**config.mk**
```make
export PLATFORM = sky130hd
export DESIGN_NAME = clkbuf_smbus_cfg
export DESIGN_NICKNAME = d
export VERILOG_FILES = /design/src/rtl/cbs_pkg.sv /design/src/rtl/cbs_bus_sync.sv /design/src/rtl/cbs_regfile.sv /design/src/rtl/cbs_out_ctrl.sv /design/src/rtl/cbs_smb_engine.sv /design/src/rtl/clkbuf_smbus_cfg.sv
export SDC_FILE = /design/constraint.sdc
export NUM_CORES = 1
export LEC_CHECK = 0
export BUFFER_PORTS_ARGS = -buffer_cell sky130_fd_sc_hd__buf_4
export CORE_MARGIN = 3
export CORE_UTILIZATION = 39
export DETAILED_ROUTE_END_ITERATION = 6
export SLEW_MARGIN = 30
export SYNTH_ARGS = -nofsm -noshare
export SYNTH_HDL_FRONTEND = slang
export SYNTH_SLANG_ARGS = --single-unit
```
**constraint.sdc**
```tcl
create_clock -name clk_i -period 4.2 [get_ports clk_i]
set_clock_uncertainty 0.15 [all_clocks]
set_input_delay 0.42 -clock clk_i [delete_from_list [all_inputs] [get_ports clk_i]]
set_output_delay 0.42 -clock clk_i [all_outputs]
set_load 0.005 [all_outputs]
```
**src/rtl/cbs_pkg.sv**
```systemverilog
package cbs_pkg;
  localparam int BYTE_W = 8;

  typedef enum logic [2:0] {
    ST_IDLE, ST_RX, ST_ACK, ST_TX, ST_TXACK
  } bus_state_e;

  typedef enum logic [2:0] {
    PH_ADDR, PH_OFS, PH_CNT, PH_WDATA, PH_RD
  } rx_phase_e;
endpackage

```
**src/rtl/cbs_bus_sync.sv**
```systemverilog
module cbs_bus_sync (
  input  logic clk_i,
  input  logic rst_ni,
  input  logic scl_i,
  input  logic sda_i,
  output logic sda_s_o,
  output logic scl_rise_o,
  output logic scl_fall_o,
  output logic start_o,
  output logic stop_o
);
  logic [1:0] scl_q, sda_q;
  logic       scl_d, sda_d;

  always_ff @(posedge clk_i or negedge rst_ni) begin
    if (!rst_ni) begin
      scl_q <= 2'b11;
      sda_q <= 2'b11;
      scl_d <= 1'b1;
      sda_d <= 1'b1;
    end else begin
      scl_q <= {scl_q[0], scl_i};
      sda_q <= {sda_q[0], sda_i};
      scl_d <= scl_q[1];
      sda_d <= sda_q[1];
    end
  end

  assign sda_s_o    = sda_q[1];
  assign scl_rise_o = scl_q[1] & ~scl_d;
  assign scl_fall_o = ~scl_q[1] & scl_d;
  assign start_o    = scl_q[1] & scl_d & sda_d & ~sda_q[1];
  assign stop_o     = scl_q[1] & scl_d & ~sda_d & sda_q[1];
endmodule

```
**src/rtl/cbs_regfile.sv**
```systemverilog
module cbs_regfile #(
  parameter int          NUM_REGS = 4,
  parameter int          NUM_OUT  = 4,
  parameter logic [7:0]  ID_VAL   = 8'h5A
) (
  input  logic               clk_i,
  input  logic               rst_ni,
  input  logic               wr_en_i,
  input  logic [7:0]         wr_idx_i,
  input  logic [7:0]         wr_data_i,
  input  logic [7:0]         rd_idx_i,
  output logic [7:0]         rd_data_o,
  output logic [NUM_OUT-1:0] en_bits_o,
  output logic               bw_o
);
  localparam int         IW   = $clog2(NUM_REGS);
  localparam logic [7:0] RST0 = 8'((1 << NUM_OUT) - 1);
  localparam logic [7:0] NREG = 8'(NUM_REGS);

  logic [NUM_REGS-1:0][7:0] reg_q;
  logic                     wr_ok;

  assign wr_ok = wr_en_i && (wr_idx_i < NREG) && (wr_idx_i != 8'd1);

  always_ff @(posedge clk_i or negedge rst_ni) begin
    if (!rst_ni) begin
      for (int i = 0; i < NUM_REGS; i++)
        reg_q[i] <= (i == 0) ? RST0 : (i == 1) ? ID_VAL : 8'h00;
    end else if (wr_ok) begin
      reg_q[wr_idx_i[IW-1:0]] <= wr_data_i;
    end
  end

  assign rd_data_o = (rd_idx_i < NREG) ? reg_q[rd_idx_i[IW-1:0]] : 8'h00;
  assign en_bits_o = reg_q[0][NUM_OUT-1:0];
  assign bw_o      = reg_q[2][0];

  // ignored writes leave the bank untouched
  a_r5_ignored_write: assert property (@(posedge clk_i) disable iff (!rst_ni)
    (wr_en_i && (wr_idx_i >= NREG || wr_idx_i == 8'd1)) |=> $stable(reg_q));
endmodule

```
**src/rtl/cbs_out_ctrl.sv**
```systemverilog
module cbs_out_ctrl #(
  parameter int NUM_OUT = 4
) (
  input  logic [NUM_OUT-1:0] en_bits_i,
  input  logic [1:0]         oe_pin_i,
  input  logic               stop_pin_i,
  input  logic               pwrdn_pin_i,
  input  logic               oe_inv_i,
  output logic               halt_o,
  output logic               pd_o,
  output logic [NUM_OUT-1:0] out_en_o
);
  logic [1:0] pin_en;
  logic       stop_act;

  assign pin_en   = oe_inv_i ? ~oe_pin_i : oe_pin_i;
  assign stop_act = oe_inv_i ? stop_pin_i : ~stop_pin_i;
  assign pd_o     = oe_inv_i ? pwrdn_pin_i : ~pwrdn_pin_i;
  assign halt_o   = stop_act | pd_o;

  for (genvar i = 0; i < NUM_OUT; i++) begin : g_pair
    if (i == 0) begin : g_first
      assign out_en_o[i] = en_bits_i[i] & pin_en[0] & ~halt_o;
    end else if (i == NUM_OUT - 1) begin : g_last
      assign out_en_o[i] = en_bits_i[i] & pin_en[1] & ~halt_o;
    end else begin : g_mid
      assign out_en_o[i] = en_bits_i[i] & ~halt_o;
    end
  end
endmodule

```
**src/rtl/cbs_smb_engine.sv**
```systemverilog
module cbs_smb_engine
  import cbs_pkg::*;
#(
  parameter logic [6:0] SLV_ADDR = 7'h6E,
  parameter int         NUM_REGS = 4
) (
  input  logic       clk_i,
  input  logic       rst_ni,
  input  logic       hold_i,
  input  logic       sda_s_i,
  input  logic       scl_rise_i,
  input  logic       scl_fall_i,
  input  logic       start_i,
  input  logic       stop_i,
  input  logic [7:0] rd_data_i,
  output logic [7:0] rd_idx_o,
  output logic       wr_en_o,
  output logic [7:0] wr_idx_o,
  output logic [7:0] wr_data_o,
  output logic       sda_low_o
);
  localparam logic [7:0] NREG = 8'(NUM_REGS);

  bus_state_e state_q;
  rx_phase_e  phase_q;
  logic [3:0] cnt_q;
  logic [7:0] sh_q, idx_q, remain_q, rd_cnt;
  logic       ack_q, go_tx_q;

  assign rd_cnt   = (idx_q < NREG) ? NREG - idx_q : 8'h00;
  assign rd_idx_o = idx_q;

  always_ff @(posedge clk_i or negedge rst_ni) begin
    if (!rst_ni) begin
      state_q   <= ST_IDLE;
      phase_q   <= PH_ADDR;
      cnt_q     <= '0;
      sh_q      <= '0;
      idx_q     <= '0;
      remain_q  <= '0;
      ack_q     <= 1'b0;
      go_tx_q   <= 1'b0;
      sda_low_o <= 1'b0;
      wr_en_o   <= 1'b0;
      wr_idx_o  <= '0;
      wr_data_o <= '0;
    end else begin
      wr_en_o <= 1'b0;
      if (hold_i || stop_i) begin
        state_q   <= ST_IDLE;
        sda_low_o <= 1'b0;
      end else if (start_i) begin
        state_q   <= ST_RX;
        phase_q   <= PH_ADDR;
        cnt_q     <= '0;
        go_tx_q   <= 1'b0;
        sda_low_o <= 1'b0;
      end else begin
        unique case (state_q)
          ST_RX: begin
            if (scl_rise_i) begin
              sh_q  <= {sh_q[6:0], sda_s_i};
              cnt_q <= cnt_q + 4'd1;
            end else if (scl_fall_i && cnt_q == 4'd8) begin
              state_q <= ST_ACK;
              cnt_q   <= '0;
              ack_q   <= 1'b0;
              unique case (phase_q)
                PH_ADDR: if (sh_q[7:1] == SLV_ADDR) begin
                  ack_q     <= 1'b1;
                  sda_low_o <= 1'b1;
                  go_tx_q   <= sh_q[0];
                  phase_q   <= sh_q[0] ? PH_RD : PH_OFS;
                end
                PH_OFS: begin
                  ack_q     <= 1'b1;
                  sda_low_o <= 1'b1;
                  idx_q     <= sh_q;
                  phase_q   <= PH_CNT;
                end
                PH_CNT: if (sh_q != 8'h00) begin
                  ack_q     <= 1'b1;
                  sda_low_o <= 1'b1;
                  remain_q  <= sh_q;
                  phase_q   <= PH_WDATA;
                end
                PH_WDATA: if (remain_q != 8'h00) begin
                  ack_q     <= 1'b1;
                  sda_low_o <= 1'b1;
                  wr_en_o   <= 1'b1;
                  wr_idx_o  <= idx_q;
                  wr_data_o <= sh_q;
                  idx_q     <= idx_q + 8'd1;
                  remain_q  <= remain_q - 8'd1;
                end
                default: ;
              endcase
            end
          end
          ST_ACK: if (scl_fall_i) begin
            sda_low_o <= 1'b0;
            cnt_q     <= '0;
            if (!ack_q) begin
              state_q <= ST_IDLE;
            end else if (go_tx_q) begin
              state_q   <= ST_TX;
              sh_q      <= rd_cnt;
              sda_low_o <= ~rd_cnt[7];
              go_tx_q   <= 1'b0;
            end else begin
              state_q <= ST_RX;
            end
          end
          ST_TX: if (scl_fall_i) begin
            if (cnt_q == 4'd7) begin
              sda_low_o <= 1'b0;
              state_q   <= ST_TXACK;
            end else begin
              cnt_q     <= cnt_q + 4'd1;
              sh_q      <= {sh_q[6:0], 1'b0};
              sda_low_o <= ~sh_q[6];
            end
          end
          ST_TXACK: begin
            if (scl_rise_i) begin
              ack_q <= ~sda_s_i;
            end else if (scl_fall_i) begin
              cnt_q <= '0;
              if (ack_q) begin
                state_q   <= ST_TX;
                sh_q      <= rd_data_i;
                sda_low_o <= ~rd_data_i[7];
                idx_q     <= idx_q + 8'd1;
              end else begin
                state_q <= ST_IDLE;
              end
            end
          end
          default: ;
        endcase
      end
    end
  end

  // power-down releases the line
  a_r9_pd_release: assert property (@(posedge clk_i) disable iff (!rst_ni)
    hold_i |=> !sda_low_o);
  // the line is pulled only in acknowledge or transmit slots
  a_r1_drive_slots: assert property (@(posedge clk_i) disable iff (!rst_ni)
    sda_low_o |-> (state_q == ST_ACK || state_q == ST_TX));
  // a store needs a nonzero remaining count
  a_r3_store_in_count: assert property (@(posedge clk_i) disable iff (!rst_ni)
    wr_en_o |-> $past(remain_q) != 8'h00);
  // stop returns to idle with the line released
  a_r10_stop_idle: assert property (@(posedge clk_i) disable iff (!rst_ni)
    stop_i |=> (state_q == ST_IDLE && !sda_low_o));
endmodule

```
**src/rtl/clkbuf_smbus_cfg.sv**
```systemverilog
module clkbuf_smbus_cfg #(
  parameter int         NUM_OUT  = 4,
  parameter int         NUM_REGS = 4,
  parameter logic [6:0] SLV_ADDR = 7'h6E,
  parameter logic [7:0] ID_VAL   = 8'h5A
) (
  input  logic               clk_i,
  input  logic               rst_ni,
  input  logic               scl_i,
  input  logic               sda_i,
  output logic               sda_drive_low_o,
  input  logic [1:0]         oe_pin_i,
  input  logic               stop_pin_i,
  input  logic               pwrdn_pin_i,
  input  logic               oe_inv_i,
  output logic [NUM_OUT-1:0] out_en_o,
  output logic               bw_override_o
);
  logic               sda_s, scl_rise, scl_fall, start_det, stop_det;
  logic               pd_act, halt;
  logic               wr_en;
  logic [7:0]         wr_idx, wr_data, rd_idx, rd_data;
  logic [NUM_OUT-1:0] en_bits;

  cbs_bus_sync u_sync (
    .clk_i, .rst_ni, .scl_i, .sda_i,
    .sda_s_o(sda_s), .scl_rise_o(scl_rise), .scl_fall_o(scl_fall),
    .start_o(start_det), .stop_o(stop_det)
  );

  cbs_smb_engine #(.SLV_ADDR(SLV_ADDR), .NUM_REGS(NUM_REGS)) u_engine (
    .clk_i, .rst_ni, .hold_i(pd_act), .sda_s_i(sda_s),
    .scl_rise_i(scl_rise), .scl_fall_i(scl_fall),
    .start_i(start_det), .stop_i(stop_det),
    .rd_data_i(rd_data), .rd_idx_o(rd_idx),
    .wr_en_o(wr_en), .wr_idx_o(wr_idx), .wr_data_o(wr_data),
    .sda_low_o(sda_drive_low_o)
  );

  cbs_regfile #(.NUM_REGS(NUM_REGS), .NUM_OUT(NUM_OUT), .ID_VAL(ID_VAL)) u_regs (
    .clk_i, .rst_ni, .wr_en_i(wr_en), .wr_idx_i(wr_idx), .wr_data_i(wr_data),
    .rd_idx_i(rd_idx), .rd_data_o(rd_data), .en_bits_o(en_bits),
    .bw_o(bw_override_o)
  );

  cbs_out_ctrl #(.NUM_OUT(NUM_OUT)) u_out (
    .en_bits_i(en_bits), .oe_pin_i, .stop_pin_i, .pwrdn_pin_i, .oe_inv_i,
    .halt_o(halt), .pd_o(pd_act), .out_en_o
  );

  // stop or power-down tristates every pair
  a_r7_halt_all_off: assert property (@(posedge clk_i) disable iff (!rst_ni)
    halt |-> (out_en_o == '0));
endmodule

```
==> impl_metrics.tcl, run 1 <==
set metrics [dict create \
    outcome "finished, final reports clean" \
    vias 3405 \
    grt_use_met1_pct 23.8 \
    grt_usage_pct 16.8 \
    synthToLayoutAreaGrowth_pct 10.0 \
    rsz0062_at_grt "no" \
    cts_buffer_depth 2 \
    io_pins 15 \
    rows 39 \
    diodes 0 \
    worst_slew_pin_slew_ps 900 \
    grt_pass1_vias 3463 \
    coreArea_sq_mm 0.0118 \
    syn_avg_cell_area_sq_um 10.9 \
    grt_util_met2_pct 24.8 \
    synth_seq_area_share_pct 48.2 \
    hold_depth 1 \
    wl_per_cell_microns 17.3 \
    reg2reg_slack_ps 1330 \
    power_density_mw_per_mm2 445 \
    place_area_sq_mm 0.00500 \
    grt_max_degree 66 \
    drt-initial-drc-count 220 \
    cts_tree "yes" \
    required_ps 4320 \
    cts_resized 0 \
    drive_gt1_share_pct 26.3 \
    initial_core_util_pct 40.9 \
    tns_ps 0 \
    die_area_sq_mm 0.0137 \
    crit_start "u_engine.state_q[0]" \
    path_delay_family "simple AND/OR/NAND/NOR gates" \
    critPathMaxFanout 17 \
    synth_cell_type_count 68 \
    synthFlopType "dfrtp_1" \
    hold_end "u_sync.scl_q[0]" \
    die_h_microns 117 \
    async_flop_share_pct 100 \
    fin_total_pwr_mw 2.36 \
    start_kind "register" \
    hold_viol 0 \
    clkLatencyLatePin_ps 350 \
    cts_sinks 92 \
    cts_made_buffers 9 \
    vias_per_cell 5.55 \
    hp-class "in2reg" \
    nNetsFinal 459 \
    stdcell_area_sq_mm 0.00530 \
    setup-violations-final 0 \
    regToRegEndpoint "u_engine.rd_idx_o[2]" \
    path_cells "or3b_4, nor4_4, nand3_2, a211oi_4, a21oi_1, a21oi_1" \
    use_met3_pct 5.14 \
    hpwlAfterDp_mm 7.08 \
    relSlewSlack_pct 39.8 \
    critical_path_class "reg2reg" \
    gp_congestion 0.832 \
    grt_overflow 0 \
    syn_area_sq_mm 0.00481 \
    ir_drop_mv 0.216 \
    p_leak_nw 2.23 \
    critPathArrivalTime_ps 2990 \
    post-route-period-util_pct 68.3 \
    final.fill_count 1101 \
    antenna_found_initial 0 \
    hp-start "scl_i" \
    yosys_warnings 0 \
    portBuffers 14 \
    ant_nets 0 \
    fp.dieW_microns 117 \
    cp_slowest_cell "a211oi_4" \
    maxCapViolCount 0 \
    synth_nets 456 \
    grt_pass1_wl_mm 17.8 \
    max_freq_ghz 0.348 \
    r2r-start "u_engine.state_q[0]" \
    synth_edf_count 0 \
    cts-htree-levels 3 \
    critPathMaxStageDelay_ps 710 \
    hold_buffers 0 \
    syn_inst 441 \
    path_buf_inv 0 \
    busiest_layer "met2" \
    r2r_cells 6 \
    cpMostUsedCell "a21oi_1" \
    cp-end-kind "register" \
    drc 0 \
    drv_slew 0 \
    finalWirelength_mm 10.6 \
    cts_setup_buffers 0 \
    clk_pin_slew_ps 60 \
    layout_min_cycle_time_ps 2870 \
    drt_first_pass_iters 5 \
    ys_ff_latch 92 \
    root_buffer "clkbuf_16" \
]
[worst register-to-register path, stage by stage (launching register included)]
cell      delay [ps]
dfrtp_1          540
or3b_4           470
nor4_4           460
nand3_2          160
a211oi_4         710
a21oi_1          160
a21oi_1          150
[Yosys cell counts (4+ instances only)]
cell type / n / area share, %
a22o_1: 4 / 0.73
a21oi_1: 38 / 4.0
nor3_1: 5 / 0.52
buf_2: 5 / 0.52
ha_1: 6 / 1.6
dfrtp_1: 78 / 41
nor4_1: 5 / 0.65
nand2b_1: 7 / 0.91
nor2b_1: 4 / 0.52
o21ai_0: 22 / 2.3
dfstp_2: 14 / 7.6
and2_1: 5 / 0.65
mux2i_1: 6 / 1.2
mux2_2: 50 / 12
inv_1: 16 / 1.2
nand3_1: 15 / 1.6
nor2_1: 23 / 1.8
nand2_1: 38 / 3.0
mux4_2: 8 / 3.7
clkbuf_1: 12 / 0.94
or3_1: 6 / 0.78
o22ai_1: 6 / 0.78
nor3b_1: 4 / 0.62
[flip-flops by register name, indices dropped and copies added, names as in the netlist, 4 cells and up]
signal and flops:
u_regs.reg_q 27, u_engine.rd_idx_o 8, u_engine.remain_q 8, u_engine.sh_q 8, u_engine.wr_data_o 8, u_engine.wr_idx_o 8
u_engine.cnt_q 4, u_regs.en_bits_o 4
[layout by cell type (no fill, tap or decap), types with 7 or more instances in the layout]
| cell type | count |
|---|---|
| nand3_1 | 15 |
| buf_4 | 15 |
| dfstp_2 | 14 |
| nand2b_1 | 7 |
| a21oi_1 | 38 |
| o21ai_0 | 22 |
| clkbuf_16 | 9 |
| mux4_2 | 8 |
| inv_1 | 16 |
| nor2_1 | 23 |
| dfrtp_1 | 78 |
| mux2_2 | 50 |
| nand2_1 | 38 |
[where the power goes]
group	switching, mW	internal, mW	total [mW]	leakage [nW]
clock	0.354	0.466	0.821	0.144
sequential	0.163	0.953	1.12	1.21
combinational	0.231	0.188	0.419	0.876
total	0.748	1.61	2.36	2.23
[per-layer routing]
layer	part of all wire [%]	up-vias	wire, microns
met5	0	-	0
met4	1.4	0	153
met3	4.9	20	518
met2	44	86	4720
met1	49	1686	5220
li1	-	1613	-
[stage by stage]
| stage | setup WS [ps] | instances | utilization [%] | hold slack [ps] |
|---|---|---|---|---|
| after CTS | 1350 | 613 | 45.0 | 16.4 |
| after global placement | 1410 | 597 | 42.5 | 196 |
| after global routing | 1120 | 613 | 45.0 | 17.8 |
| after detailed placement | 1370 | 597 | 42.5 | 198 |
| after floorplan | 1850 | 441 | - | -25.6 |
| final | 1330 | 613 | 45.0 | 24.0 |
[cell families after synthesis]
group | after synthesis | synth area share, %
AND/OR/NAND/NOR | 137 | 15.9
AO/OA/AOI/OAI | 100 | 13.2
flip-flops | 92 | 48.2
multiplexers | 64 | 16.7
buffers and inverters | 39 | 3.92
adder cells (fa/ha/maj) | 6 | 1.56
XOR/XNOR | 3 | 0.546
[worst max path at each step]
stage | slack [ps] | cells after the start | to
2_1_floorplan | 1850 | 6 | u_engine.wr_data_o[0]
3_3_place_gp | 1410 | 6 | u_engine.rd_idx_o[0]
3_5_place_dp | 1370 | 6 | u_engine.rd_idx_o[6]
4_1_cts | 1350 | 6 | u_engine.rd_idx_o[2]
5_1_grt | 1120 | 6 | u_engine.rd_idx_o[6]
6_report | 1330 | 6 | u_engine.rd_idx_o[2]
[area by class of cell]
class	count	area (sq um)	share of cell area [%]
clock buffers	11	233	4.39
multi-input cells	310	2300	43.5
flip-flops and latches	92	2320	43.8
clock inverters	5	61.3	1.16
repair buffers	15	113	2.13
well taps	164	205	3.87
inverters	16	60.1	1.13
Power figures use the tool's default switching activity.
==> inputs of run 2 (changes only) <==
==> constraint.sdc (replaced) <==
create_clock -name clk_i -period 2.7 [get_ports clk_i]
set_clock_uncertainty 0.15 [all_clocks]
set_input_delay 0.27 -clock clk_i [delete_from_list [all_inputs] [get_ports clk_i]]
set_output_delay 0.27 -clock clk_i [all_outputs]
set_load 0.005 [all_outputs]
==> impl_metrics.tcl, run 2 (synthesis results as in run 1) <==
set metrics [dict create \
    outcome "finished, final reports clean" \
    tns_ps 0 \
    p_clk_share_pct 35.7 \
    stdcell_area_sq_mm 0.00553 \
    multiInputGateArea_sq_mm 0.00230 \
    routed.top_layer "met4" \
    hpwlAfterDp_mm 7.56 \
    clkLatencyLatePin_ps 350 \
    regArea_sq_mm 0.00232 \
    portBuffers 14 \
    grt_pass1_vias 3490 \
    layout_min_cycle_time_ps 2510 \
    synthToLayoutAreaGrowth_pct 14.8 \
    grt_pass1_wl_mm 18.2 \
    place_area_sq_mm 0.00517 \
    nNetsFinal 483 \
    seq_power_share_pct 43.6 \
    gp_congestion 0.889 \
    p_int_mw 2.65 \
    worst_slew_pin_slew_ps 674 \
    diodes 0 \
    required_ps 2770 \
    rsz0062_at_grt "no" \
    initial_core_util_pct 40.9 \
    drt-initial-drc-count 209 \
    largest_register "u_regs.reg_q" \
    p_leak_nw 2.36 \
    relSlewSlack_pct 55.1 \
    vias_per_cell 5.47 \
    max_freq_ghz 0.398 \
    wl_per_cell_microns 16.9 \
    clk_pin_slew_ps 70 \
    critical_path_class "reg2reg" \
    post-route-period-util_pct 93.1 \
    grt_max_degree 53 \
    met3RoutedLength_microns 366 \
    root_buffer "clkbuf_16" \
    hold_depth 0 \
    ant_nets 0 \
    die_h_microns 117 \
    grt_overflow 0 \
    antenna_found_initial 0 \
    cts_tree "yes" \
    final.fill_count 1081 \
    most-common-layout-cells "dfrtp_1, mux2_2, nand2_1, a21oi_1, buf_4" \
    setup-violations-final 0 \
    fp.dieW_microns 117 \
    grt_usage_pct 17.1 \
    p_comb_share_pct 20.7 \
    coreArea_sq_mm 0.0118 \
    hold_viol 0 \
    largest_reg_flops 27 \
    r2r_cells 5 \
    cts_resized 0 \
    switchingPower_mw 1.17 \
    layout_commonest_cell "dfrtp_1" \
    die_area_sq_mm 0.0137 \
    drt_first_pass_iters 4 \
    ir_drop_mv 0.394 \
    maxCapViolCount 0 \
    drc 0 \
    cts_sinks 92 \
    drv_slew 0 \
    critPathMaxFanout 10 \
    wl_met1_mm 5.18 \
    cp-end-kind "register" \
    critPathArrivalTime_ps 2590 \
    vias 3483 \
    io_pins 15 \
    final_util_pct 47.0 \
    finalWirelength_mm 10.8 \
    cts_made_buffers 9 \
    start_kind "register" \
    wl_met2_mm 5.10 \
    hp-class "reg2reg" \
    sw_frac_of_total_pct 30.6 \
    cts_buffer_depth 2 \
    drive_gt1_share_pct 29.6 \
    cts-htree-levels 3 \
    power_density_mw_per_mm2 692 \
    rows 39 \
]
==> run 2: changes by cell type in the layout (fill, tap and decap cells not counted) <==
cell	change
bufinv_16	+1
clkbuf_1	-1
buf_12	+1
clkinvlp_4	+1
clkinv_2	-1
buf_4	+20
dlygate4sd3_1	+3
==> run 2: power by group through the flow <==
stage          combinational [mW]  clock, mW  sequential [mW]
4_1_cts                     0.788       1.41             1.67
6_report                    0.791       1.37             1.67
3_3_place_gp                0.762          0             1.69
3_5_place_dp                0.781          0             1.69
2_1_floorplan               0.581          0             1.60
5_1_grt                     0.881       1.47             1.69
==> run 2: per-stage QoR <==
| stage | std cells | hold slack, ps | worst slack (ps) | power (mW) |
|---|---|---|---|---|
| 2_1_floorplan | 441 | -176 | 345 | 2.18 |
| 3_3_place_gp | 618 | 196 | 268 | 2.45 |
| 3_5_place_dp | 618 | 194 | 216 | 2.47 |
| 4_1_cts | 637 | 200 | 182 | 3.86 |
| 5_1_grt | 637 | 205 | 64.7 | 4.04 |
| 6_report | 637 | 202 | 187 | 3.83 |
==> run 2: worst max-delay path, cell delays in order, from the launching register on <==
cell,delay (ps)
dfrtp_1,460
or3b_4,450
nor4_4,440
o2111ai_1,190
a21oi_1,330
mux2_2,380
==> run 2: final cells by class <==
type | instances | area share [%]
clock buffers | 10 | 4.14
well taps | 164 | 3.71
repair buffers | 39 | 5.66
inverters | 16 | 1.09
clock inverters | 6 | 1.70
flip-flops and latches | 92 | 42.0
multi-input cells | 310 | 41.7
==> run 2: final timing paths <==
path	startpoint	endpoint	slack, ps
max	u_engine.state_q[1]	u_engine.phase_q[0]	190
min	u_sync.sda_q[0]	u_sync.sda_q[1]	200
max in group asynchronous	rst_ni	u_regs.reg_q[14]	1220
min in group asynchronous	rst_ni	u_engine.cnt_q[0]	350
max reg2reg	u_engine.state_q[1]	u_engine.phase_q[0]	190
min reg2reg	u_sync.sda_q[0]	u_sync.sda_q[1]	200
==> run 2: repair_timing <==
| action | 4_1_cts | 5_1_grt |
|---|---|---|
| endpoints found under the hold margin | 50 | 0 |
| buffers inserted | 0 | 0 |
| hold buffers | 3 | 0 |
==> run 2: per-layer routing <==
| metal | vias up | track usage, % |
|---|---|---|
| met4 | 0 | 5.05 |
| met2 | 64 | 26.5 |
| met1 | 1757 | 24.7 |
| li1 | 1657 | - |
| met5 | - | 0 |
| met3 | 5 | 3.24 |
==> inputs of run 3 (changes only) <==
--- a/config.mk
+++ b/config.mk
@@ -8,7 +8,10 @@
 export BUFFER_PORTS_ARGS = -buffer_cell sky130_fd_sc_hd__buf_4
 export CORE_MARGIN = 3
 export CORE_UTILIZATION = 39
+export CTS_BUF_LIST = sky130_fd_sc_hd__clkbuf_4
+export CTS_CLUSTER_SIZE = 40
 export DETAILED_ROUTE_END_ITERATION = 6
+export SKIP_CTS_REPAIR_TIMING = 1
 export SLEW_MARGIN = 30
 export SYNTH_ARGS = -nofsm -noshare
 export SYNTH_HDL_FRONTEND = slang
==> impl_metrics.tcl, run 3 (synthesis results as in run 1) <==
set metrics [dict create \
    outcome "finished, final reports clean" \
    root_buffer "clkbuf_4" \
    cp-end-kind "register" \
    rsz0062_at_grt "no" \
    final_util_pct 45.7 \
    vias 3491 \
    layout_commonest_cell "dfrtp_1" \
    hold_viol 0 \
    path_cells "or3b_4, nor4_4, o2111ai_1, a21oi_1, mux2_2" \
    grt_overflow 0 \
    critPathArrivalTime_ps 2740 \
    power_density_mw_per_mm2 623 \
    start_kind "register" \
    clkLatencyLatePin_ps 460 \
    initial_core_util_pct 40.9 \
    fin_total_pwr_mw 3.34 \
    dp.cells 618 \
    diodes 0 \
    critPathMaxFanout 10 \
    grt_usage_pct 16.8 \
    hp-class "reg2reg" \
    gp_congestion 0.889 \
    die_h_microns 117 \
    drv_slew 0 \
    finalWirelength_mm 10.6 \
    io_pins 15 \
    worst_slew_pin_slew_ps 669 \
    layout_min_cycle_time_ps 2550 \
    ir_drop_mv 0.347 \
    ant_nets 0 \
    fin_cells 637 \
    tns_ps 0 \
    clk_pin_slew_ps 160 \
    largest_register "u_regs.reg_q" \
    path_buf_inv 0 \
    setup-violations-final 0 \
    nNetsFinal 483 \
    grt_pass1_wl_mm 17.9 \
    synthToLayoutAreaGrowth_pct 11.6 \
    cts_tree "yes" \
    cts_buffer_depth 2 \
    fp.dieW_microns 117 \
    antenna_found_initial 0 \
    cts_made_buffers 9 \
    p_leak_nw 2.30 \
    holdWs_ps 197 \
    vias_per_cell 5.48 \
    drc 0 \
    path_delay_family "simple AND/OR/NAND/NOR gates" \
    portBuffers 14 \
    wl_met2_mm 4.98 \
    cts_sinks 92 \
    largest_reg_flops 27 \
    hpwlAfterDp_mm 7.56 \
    wl_met1_mm 5.14 \
    drive_gt1_share_pct 29.8 \
    drt-initial-drc-count 242 \
    cts-htree-levels 3 \
    routed.top_layer "met4" \
    rows 39 \
    drt_first_pass_iters 4 \
    die_area_sq_mm 0.0137 \
    met3RoutedLength_microns 390 \
    post-route-period-util_pct 94.5 \
    critical_path_class "reg2reg" \
    grt_max_degree 53 \
    most-common-layout-cells "dfrtp_1, mux2_2, nand2_1, a21oi_1, buf_4" \
    critPathMaxStageDelay_ps 490 \
    grt_pass1_vias 3439 \
    relSlewSlack_pct 55.4 \
    coreArea_sq_mm 0.0118 \
    required_ps 2890 \
    cp_slowest_cell "dfrtp_1" \
    maxCapViolCount 0 \
    max_freq_ghz 0.392 \
    wl_per_cell_microns 16.7 \
]
-- run 3: worst reg2reg max path: stages (launching register included) --
cell and delay [ps]:
dfrtp_1 490, or3b_4 450, nor4_4 450, o2111ai_1 190
a21oi_1 330, mux2_2 380
-- run 3: stage by stage --
| stage | area (sq um) | setup WS [ps] |
|---|---|---|
| 4_1_cts | 5340 | 160 |
| 2_1_floorplan | 4810 | 345 |
| 6_report | 5370 | 149 |
| 5_1_grt | 5370 | 19.1 |
| 3_5_place_dp | 5170 | 216 |
| 3_3_place_gp | 5170 | 268 |
-- run 3: power by group --
group	total (mW)	switching, mW	internal, mW
Combinational	0.788	0.436	0.351
Clock	0.884	0.489	0.394
Sequential	1.67	0.191	1.48
Total	3.34	1.12	2.23
-- run 3: final timing paths --
kind,slack [ps],to,start,cells after the start
max in group asynchronous,1350,u_regs.reg_q[14],rst_ni,3
min in group asynchronous,230,u_engine.sh_q[0],rst_ni,2
worst max register to register,150,u_engine.phase_q[0],u_engine.state_q[1],5
worst max-delay path,150,u_engine.phase_q[0],u_engine.state_q[1],5
worst min register to register,200,u_sync.sda_q[1],u_sync.sda_q[0],0
worst min-delay path,200,u_sync.sda_q[1],u_sync.sda_q[0],0
-- run 3: routing by layer --
metal	vias up	global-route usage [%]
met3	11	3.39
met4	0	4.13
met1	1762	24.2
li1	1657	-
met2	61	26.3
met5	-	0
-- run 3: cell type report --
type / count / area (sq um)
Timing Repair Buffer: 39 / 313
Clock inverter: 6 / 93.8
Inverter: 16 / 60.1
Multi-Input combinational cell: 310 / 2300
Sequential cell: 92 / 2320
Tap cell: 164 / 205
Fill cell: 1105 / 6390
Clock buffer: 10 / 75.1
